===== src/rtl/i2cs_pkg.sv =====
package i2cs_pkg;

  typedef enum logic [2:0] {
    ST_IDLE,
    ST_ADDR,
    ST_ADDR_ACK,
    ST_RX,
    ST_RX_ACK,
    ST_TX,
    ST_TX_ACK,
    ST_WAIT
  } slv_state_t;

  typedef struct packed {
    logic done;
    logic match;
    logic busy;
    logic rw;
    logic rxack;
  } slv_flags_t;

  localparam slv_flags_t FLAGS_RST = '{done: 1'b1, match: 1'b0, busy: 1'b0,
                                       rw: 1'b0, rxack: 1'b1};

endpackage


===== src/rtl/i2cs_glitch_filt.sv =====
module i2cs_glitch_filt #(
  parameter int SYNC_STAGES = 2,
  parameter int SHORT_LEN   = 2,
  parameter int LONG_LEN    = 4
) (
  input  logic       clk,
  input  logic       rst,
  input  logic       pin,
  input  logic [1:0] dbsel,
  output logic       level
);
  localparam int CNT_W = $clog2(LONG_LEN + 1);

  logic [SYNC_STAGES-1:0] sync_q;
  logic                   raw;
  logic [CNT_W-1:0]       cnt;
  logic [CNT_W-1:0]       cnt_nxt;
  logic [CNT_W-1:0]       need_len;

  always_ff @(posedge clk) begin
    if (rst) sync_q <= '1;
    else     sync_q <= {sync_q[SYNC_STAGES-2:0], pin};
  end

  assign raw     = sync_q[SYNC_STAGES-1];
  assign cnt_nxt = cnt + CNT_W'(1);

  always_comb begin
    case (dbsel)
      2'b00:   need_len = CNT_W'(1);
      2'b01:   need_len = CNT_W'(SHORT_LEN);
      default: need_len = CNT_W'(LONG_LEN);
    endcase
  end

  // level follows raw only after raw has differed for need_len clocks
  always_ff @(posedge clk) begin
    if (rst) begin
      level <= 1'b1;
      cnt   <= '0;
    end else if (raw == level) begin
      cnt <= '0;
    end else if (cnt_nxt == need_len) begin
      level <= raw;
      cnt   <= '0;
    end else begin
      cnt <= cnt_nxt;
    end
  end

endmodule


===== src/rtl/i2cs_bus_cond.sv =====
module i2cs_bus_cond (
  input  logic clk,
  input  logic rst,
  input  logic scl,
  input  logic sda,
  output logic scl_rise,
  output logic scl_fall,
  output logic start_det,
  output logic stop_det
);
  logic scl_q, sda_q;

  always_ff @(posedge clk) begin
    if (rst) begin
      scl_q <= 1'b1;
      sda_q <= 1'b1;
    end else begin
      scl_q <= scl;
      sda_q <= sda;
    end
  end

  assign scl_rise  =  scl & ~scl_q;
  assign scl_fall  = ~scl &  scl_q;
  assign start_det =  scl &  scl_q &  sda_q & ~sda;
  assign stop_det  =  scl &  scl_q & ~sda_q &  sda;

endmodule


===== src/rtl/i2cs_engine.sv =====
module i2cs_engine
  import i2cs_pkg::*;
#(
  parameter int ADDR_W = 7
) (
  input  logic                clk,
  input  logic                rst,
  input  logic                en,
  input  logic                tx_sel,
  input  logic                ack_val,
  input  logic [ADDR_W-1:0]   own_addr,
  input  logic [ADDR_W:0]     tx_data,
  input  logic                sda,
  input  logic                scl_rise,
  input  logic                scl_fall,
  input  logic                start_det,
  input  logic                stop_det,
  output slv_flags_t          flags,
  output logic                irq,
  output logic                oe,
  output logic [ADDR_W:0]     rx_data
);
  localparam int DATA_W = ADDR_W + 1;
  localparam int CW     = $clog2(DATA_W + 1);
  localparam logic [CW-1:0] LAST_BIT = CW'(DATA_W - 1);
  localparam logic [CW-1:0] ACK_SLOT = CW'(DATA_W);

  slv_state_t        state;
  logic [CW-1:0]     bit_cnt;
  logic [DATA_W-1:0] shreg;
  logic              en_q;
  logic [DATA_W-1:0] byte_in;

  assign byte_in = {shreg[DATA_W-2:0], sda};

  always_ff @(posedge clk) begin
    if (rst) begin
      state   <= ST_IDLE;
      bit_cnt <= '0;
      shreg   <= '0;
      rx_data <= '0;
      flags   <= FLAGS_RST;
      irq     <= 1'b0;
      oe      <= 1'b0;
      en_q    <= 1'b0;
    end else begin
      en_q <= en;
      irq  <= 1'b0;
      if (!en) begin
        state <= ST_IDLE;
        oe    <= 1'b0;
      end else if (!en_q) begin
        flags   <= FLAGS_RST;
        state   <= ST_IDLE;
        bit_cnt <= '0;
        oe      <= 1'b0;
      end else if (start_det) begin
        flags.busy  <= 1'b1;
        flags.done  <= 1'b0;
        flags.match <= 1'b0;
        state       <= ST_ADDR;
        bit_cnt     <= '0;
        oe          <= 1'b0;
      end else if (stop_det) begin
        flags.busy <= 1'b0;
        state      <= ST_IDLE;
        oe         <= 1'b0;
      end else begin
        case (state)
          ST_ADDR: begin
            if (scl_rise && bit_cnt != ACK_SLOT) begin
              shreg   <= byte_in;
              bit_cnt <= bit_cnt + CW'(1);
              if (bit_cnt == LAST_BIT) begin
                if (shreg[ADDR_W-1:0] == own_addr) begin
                  flags.match <= 1'b1;
                  flags.rw    <= sda;
                  flags.done  <= 1'b1;
                  irq         <= 1'b1;
                end else begin
                  flags.match <= 1'b0;
                  state       <= ST_WAIT;
                end
              end
            end else if (scl_fall && bit_cnt == ACK_SLOT) begin
              oe    <= 1'b1;
              state <= ST_ADDR_ACK;
            end
          end
          ST_ADDR_ACK: begin
            if (scl_fall) begin
              bit_cnt    <= '0;
              flags.done <= 1'b0;
              if (tx_sel) begin
                shreg <= tx_data;
                oe    <= ~tx_data[DATA_W-1];
                state <= ST_TX;
              end else begin
                oe    <= 1'b0;
                state <= ST_RX;
              end
            end
          end
          ST_RX: begin
            if (scl_rise && bit_cnt != ACK_SLOT) begin
              shreg   <= byte_in;
              bit_cnt <= bit_cnt + CW'(1);
              if (bit_cnt == LAST_BIT) begin
                rx_data    <= byte_in;
                flags.done <= 1'b1;
                irq        <= 1'b1;
              end
            end else if (scl_fall && bit_cnt == ACK_SLOT) begin
              oe    <= ~ack_val;
              state <= ST_RX_ACK;
            end
          end
          ST_RX_ACK: begin
            if (scl_fall) begin
              oe         <= 1'b0;
              bit_cnt    <= '0;
              flags.done <= 1'b0;
              state      <= ST_RX;
            end
          end
          ST_TX: begin
            if (scl_rise && bit_cnt != ACK_SLOT) begin
              shreg   <= {shreg[DATA_W-2:0], 1'b0};
              bit_cnt <= bit_cnt + CW'(1);
              if (bit_cnt == LAST_BIT) begin
                flags.done <= 1'b1;
                irq        <= 1'b1;
              end
            end else if (scl_fall) begin
              if (bit_cnt == ACK_SLOT) begin
                oe    <= 1'b0;
                state <= ST_TX_ACK;
              end else begin
                oe <= ~shreg[DATA_W-1];
              end
            end
          end
          ST_TX_ACK: begin
            if (scl_rise) begin
              flags.rxack <= sda;
            end else if (scl_fall) begin
              if (!flags.rxack) begin
                shreg      <= tx_data;
                oe         <= ~tx_data[DATA_W-1];
                bit_cnt    <= '0;
                flags.done <= 1'b0;
                state      <= ST_TX;
              end else begin
                state <= ST_WAIT;
              end
            end
          end
          default: begin
            oe <= 1'b0;
          end
        endcase
      end
    end
  end

endmodule


===== src/rtl/i2c_flag_slave.sv =====
module i2c_flag_slave
  import i2cs_pkg::*;
#(
  parameter int ADDR_W      = 7,
  parameter int SYNC_STAGES = 2,
  parameter int SHORT_LEN   = 2,
  parameter int LONG_LEN    = 4
) (
  input  logic              clk,
  input  logic              rst,
  input  logic              cfg_en,
  input  logic [1:0]        cfg_dbsel,
  input  logic              cfg_tx,
  input  logic              cfg_ackval,
  input  logic [ADDR_W-1:0] cfg_addr,
  input  logic [ADDR_W:0]   tx_byte,
  input  logic              scl_i,
  input  logic              sda_i,
  output logic              sda_oe,
  output logic [ADDR_W:0]   rx_byte,
  output logic              st_done,
  output logic              st_match,
  output logic              st_busy,
  output logic              st_rw,
  output logic              st_rxack,
  output logic              irq
);
  localparam int NUM_LINES = 2;  // index 0: SCL, 1: SDA

  logic [NUM_LINES-1:0] line_raw;
  logic [NUM_LINES-1:0] line_flt;
  logic scl_rise, scl_fall, start_det, stop_det;
  slv_flags_t flags;

  assign line_raw = {sda_i, scl_i};

  for (genvar g = 0; g < NUM_LINES; g++) begin : g_line
    i2cs_glitch_filt #(
      .SYNC_STAGES(SYNC_STAGES),
      .SHORT_LEN  (SHORT_LEN),
      .LONG_LEN   (LONG_LEN)
    ) u_filt (
      .clk  (clk),
      .rst  (rst),
      .pin  (line_raw[g]),
      .dbsel(cfg_dbsel),
      .level(line_flt[g])
    );
  end

  i2cs_bus_cond u_cond (
    .clk      (clk),
    .rst      (rst),
    .scl      (line_flt[0]),
    .sda      (line_flt[1]),
    .scl_rise (scl_rise),
    .scl_fall (scl_fall),
    .start_det(start_det),
    .stop_det (stop_det)
  );

  i2cs_engine #(.ADDR_W(ADDR_W)) u_eng (
    .clk      (clk),
    .rst      (rst),
    .en       (cfg_en),
    .tx_sel   (cfg_tx),
    .ack_val  (cfg_ackval),
    .own_addr (cfg_addr),
    .tx_data  (tx_byte),
    .sda      (line_flt[1]),
    .scl_rise (scl_rise),
    .scl_fall (scl_fall),
    .start_det(start_det),
    .stop_det (stop_det),
    .flags    (flags),
    .irq      (irq),
    .oe       (sda_oe),
    .rx_data  (rx_byte)
  );

  assign st_done  = flags.done;
  assign st_match = flags.match;
  assign st_busy  = flags.busy;
  assign st_rw    = flags.rw;
  assign st_rxack = flags.rxack;

endmodule


===== config.mk =====
export PLATFORM = sky130hd
export DESIGN_NAME = i2c_flag_slave
export DESIGN_NICKNAME = d
export VERILOG_FILES = /design/src/rtl/i2cs_pkg.sv /design/src/rtl/i2cs_glitch_filt.sv /design/src/rtl/i2cs_bus_cond.sv /design/src/rtl/i2cs_engine.sv /design/src/rtl/i2c_flag_slave.sv
export SDC_FILE = /design/constraint.sdc
export NUM_CORES = 1
export LEC_CHECK = 0
export BUFFER_PORTS_ARGS = -buffer_cell sky130_fd_sc_hd__buf_2
export CORE_MARGIN = 1
export CORE_UTILIZATION = 51
export DETAILED_ROUTE_END_ITERATION = 10
export GPL_TIMING_DRIVEN = 0
export PLACE_DENSITY = 0.85
export SYNTH_ARGS = -nofsm -noshare
export SYNTH_HDL_FRONTEND = slang
export SYNTH_SLANG_ARGS = --single-unit
export TNS_END_PERCENT = 5

===== constraint.sdc =====
create_clock -name clk -period 1.9 [get_ports clk]
set_input_delay 0.095 -clock clk [delete_from_list [all_inputs] [get_ports clk]]
set_output_delay 0.095 -clock clk [all_outputs]
set_load 0.02 [all_outputs]

==> impl_metrics.csv <==
group,metric,value,unit
clock_network,clk_pin_slew,0.09,ns
finish,drive_above_1_share,28.74,%
sta,whs,0.1162,ns
outcome,status,"finished, violations left",
route,finalWirelength,5948,um
yosys,synth_common_cells,"45 x dfxtp_1, 39 x nor2_1, 23 x nand2_1",
worst_hold_path,hold_end,"u_eng.en_q$_SDFF_PP0_",
outcome,failed_checks,"negative setup slack",
worst_hold_path,hold_start,"cfg_en",
sta,fin_crit,1.922,ns
sta,rsz0062_at_grt,"true",
floorplanning,num_rows,25,
sta,skew,0.005249,ns
critical_path,crit_path_end_kind,"register",
critical_path,cp_max_fo,10,
placed_design,portBuffers,38,
critical_path,rrSetupSlack,-0.02,ns
yosys,yosysMostFrequentCell,"dfxtp_1",
finish,area_growth,18.86,%
floorplanning,num_io_pins,39,
pwr,seq_power_share,55.9,%
finish,num_antenna_cells,0,
yosys,synth.distinct_cells,64,
yosys,synth_area_leaders,"dfxtp_1 36%, mux2i_1 7.1%, nor2_1 5.8%",
yosys,synth_top_area_share,35.56,%
sta,setup_slack,-0.02203,ns
finish,final_core_util,63.34,%
critical_path,reg2reg_from,"g_line[1].u_filt.level$_SDFFE_PP1P_",
clock_network,htreeDepth,2,
pwr,switchingPower,440.5,uW
critical_path,cp.arrival,2.12,ns
pwr,ir_worst_vdd,0.5490,mV
route,drt-wirelength-per-cell,14.58,um
route,drc,0,
sta,relSlewSlack,65.93,%
route,dr.first_iter.drc_count,171,
finish,nFillCells,422,
yosys,postSynth.asyncResetShare,0,%
global_route,grt_pass1_wl,9860,um
floorplanning,fp.dieH,72.49,um
clock_network,cts.path.max_buffers,2,
floorplanning,dieArea,0.005254,sq mm
clock_network,cts_tree,"done",
critical_path,worstRegToRegCells,6,
floorplanning,core,0.004755,sq mm
clock_network,cts_buffers,5,
yosys,ys_ff_latch,45,
yosys,ys_seq_area_share,35.56,%
yosys,synth-main-ff-cell,"dfxtp_1",
clock_network,root_buffer,"clkbuf_8",
sta,max_clock_freq,520.3,MHz
worst_hold_path,whs_path_depth,3,
yosys,synth_fa_ha_area_share,1.975,%
route,vias,2315,
floorplanning,start_util,53.29,%
yosys,synth-edff-count,0,
worst_hold_path,min_path_type,"input pin to register",
yosys,synth_top_family_by_area,"simple AND/OR/NAND/NOR gates",
sta,finalMaxSlewViolations,0,
clock_network,clk_latency,0.30,ns
yosys,synth_xor_area_share,4.494,%
pwr,sw_frac_of_total,25.56,%
placed_design,postPlaceCellArea,0.002808,sq mm
yosys,synthesis.nets,319,
route,dr.pass1.iters,7,
yosys,yosys.area.top_type,"dfxtp_1",
finish,nets,368,
sta,finalHoldViolCount,0,
yosys,avgSynthCellArea,8.707,sq um
route,antenna_left,0,
placed_design,gp_congestion,0.9362,
global_route,grt_max_degree,16,
sta,finalCritPeriodShare,101.2,%
pwr,power_frac_comb,9.1,%
finish,design_area,0.003012,sq mm
critical_path,worst_setup_path_start_kind,"register",
critical_path,critical_path_class,"register to register",
global_route,grtUsageTotal,24.01,%
yosys,synthMuxAreaShare,7.111,%
global_route,grt_pass1_vias,2127,
clock_network,cts.sinks,45,
yosys,yosys_warnings,0,
yosys,mappedNetlistArea,0.002534,sq mm
pwr,power_density,572.2,mW/mm^2
pwr,finalPower,1.723,mW
critical_path,critPathRequiredTime,2.10,ns
pwr,p_clk_share,35.0,%
yosys,syn_inst,291,
global_route,antenna_found_initial,0,
pwr,p_int,1.283,mW
pwr,p_leak,1.259,nW
yosys,synth_compound_area_share,20.54,%
placed_design,dp_hpwl,4339,um
sta,setup_viol,1,
route,vias_per_cell,5.674,
run,maxCapViolCount,0,
global_route,grt_overflow,0,
yosys,yosys.area_share.simple,24.30,%
sta,worst_pin_slew,0.5111,ns
critical_path,worstReg2RegEnd,"u_eng.bit_cnt[2]$_SDFFE_PP0P_",
floorplanning,die_w,72.49,um
-- final cells by class --
type | count | area, sq um | share of cell area (%)
clock buffer | 5 | 68.82 | 2.285
inverter | 9 | 33.78 | 1.122
clock inverter | 3 | 21.27 | 0.7063
sequential | 45 | 904.6 | 30.04
multi-input combinational | 219 | 1534 | 50.93
tap | 67 | 83.83 | 2.784
buffer | 18 | 140.1 | 4.653
timing repair buffer | 42 | 225.2 | 7.478
-- per-stage QoR --
stage | cells | setup slack [ns] | setup TNS (ns)
after floorplan | 291 | 0.09965 | 0
after global placement | 396 | -0.06450 | -0.5176
after global routing | 408 | -0.1178 | -0.2817
after CTS | 408 | 0.01365 | 0
after detailed placement | 396 | -0.05322 | -0.2619
final | 408 | -0.02203 | -0.02203
-- per-layer routing --
metal	GRT usage (%)	vias to the layer above	part of all wire, %
met5	0	-	0
met4	8.497	0	1.8
met3	4.583	10	5.4
met2	39.04	70	48
met1	31.78	1091	45
li1	-	1144	-
-- critical path, cell delays in order (launching register included) --
cell and delay, ns:
dfxtp_1 0.31, buf_4 0.17, nand4b_1 0.38, nand2_2 0.23, nor3_1 0.11, or3_1 0.37
a32o_1 0.26
-- cells in the final DEF, fill, tap and decap left out, drive strengths merged, types with 9 or more instances in the layout --
cell type	netlist	layout
nand2	23	23
xor2	10	10
nor2	39	39
a21oi	12	12
mux2i	18	18
o21ai	11	11
clkbuf	5	12
dfxtp	45	45
buf	13	51
inv	9	10
a211oi	9	9
-- sequential cells by signal, summed over array words and instances (netlist names) --
| signal | count |
|---|---|
| u_eng.en_q | 1 |
| u_eng.shreg | 8 |
| u_eng.state | 3 |
| u_eng.bit_cnt | 4 |
| u_eng.irq | 1 |
| u_cond.scl_q | 1 |
| u_eng.oe | 1 |
| g_line.u_filt.cnt | 6 |
| u_eng.flags | 5 |
| u_cond.sda_q | 1 |
| u_eng.rx_data | 8 |
| g_line.u_filt.level | 2 |
| g_line.u_filt.sync_q | 4 |
-- kinds of logic after synthesis --
logic type,after synthesis
xor+xnor,13
compound gates,67
flops,45
fa+ha+maj,4
simple gates,117
mux,18
buf+inv,27
-- power groups by stage --
| stage | Clock [mW] | Sequential, mW | Combinational [mW] |
|---|---|---|---|
| final | 0.603 | 0.963 | 0.158 |
| after global routing | 0.654 | 0.964 | 0.173 |
| after global placement | 0 | 0.984 | 0.141 |
| after floorplan | 0 | 0.983 | 0.0900 |
| after CTS | 0.612 | 0.962 | 0.152 |
| after detailed placement | 0 | 0.984 | 0.145 |
-- how the worst max path moves through the flow --
stage,startpoint,end,slack [ns]
after floorplan,u_eng.bit_cnt[0]$_SDFFE_PP0P_,u_eng.bit_cnt[2]$_SDFFE_PP0P_,0.1
after global placement,g_line[1].u_filt.level$_SDFFE_PP1P_,u_eng.rx_data[3]$_SDFFE_PP0P_,-0.06
after detailed placement,u_eng.bit_cnt[0]$_SDFFE_PP0P_,u_eng.shreg[5]$_SDFFE_PP0P_,-0.05
after CTS,u_eng.state[2]$_SDFFE_PP0P_,u_eng.flags[1]$_SDFFE_PP0P_,0.01
after global routing,g_line[1].u_filt.level$_SDFFE_PP1P_,u_eng.bit_cnt[2]$_SDFFE_PP0P_,-0.12
final,g_line[1].u_filt.level$_SDFFE_PP1P_,u_eng.bit_cnt[2]$_SDFFE_PP0P_,-0.02
-- timing repair --
action                                  in CTS  in global routing
hold endpoints to repair                     2                  0
resized for setup                            6                 18
pin swaps                                    2                  4
hold buffers                                 2                  0
endpoints found under the setup margin      14                 25
setup buffers                                2                  0
(Power assumes the default switching activity.)
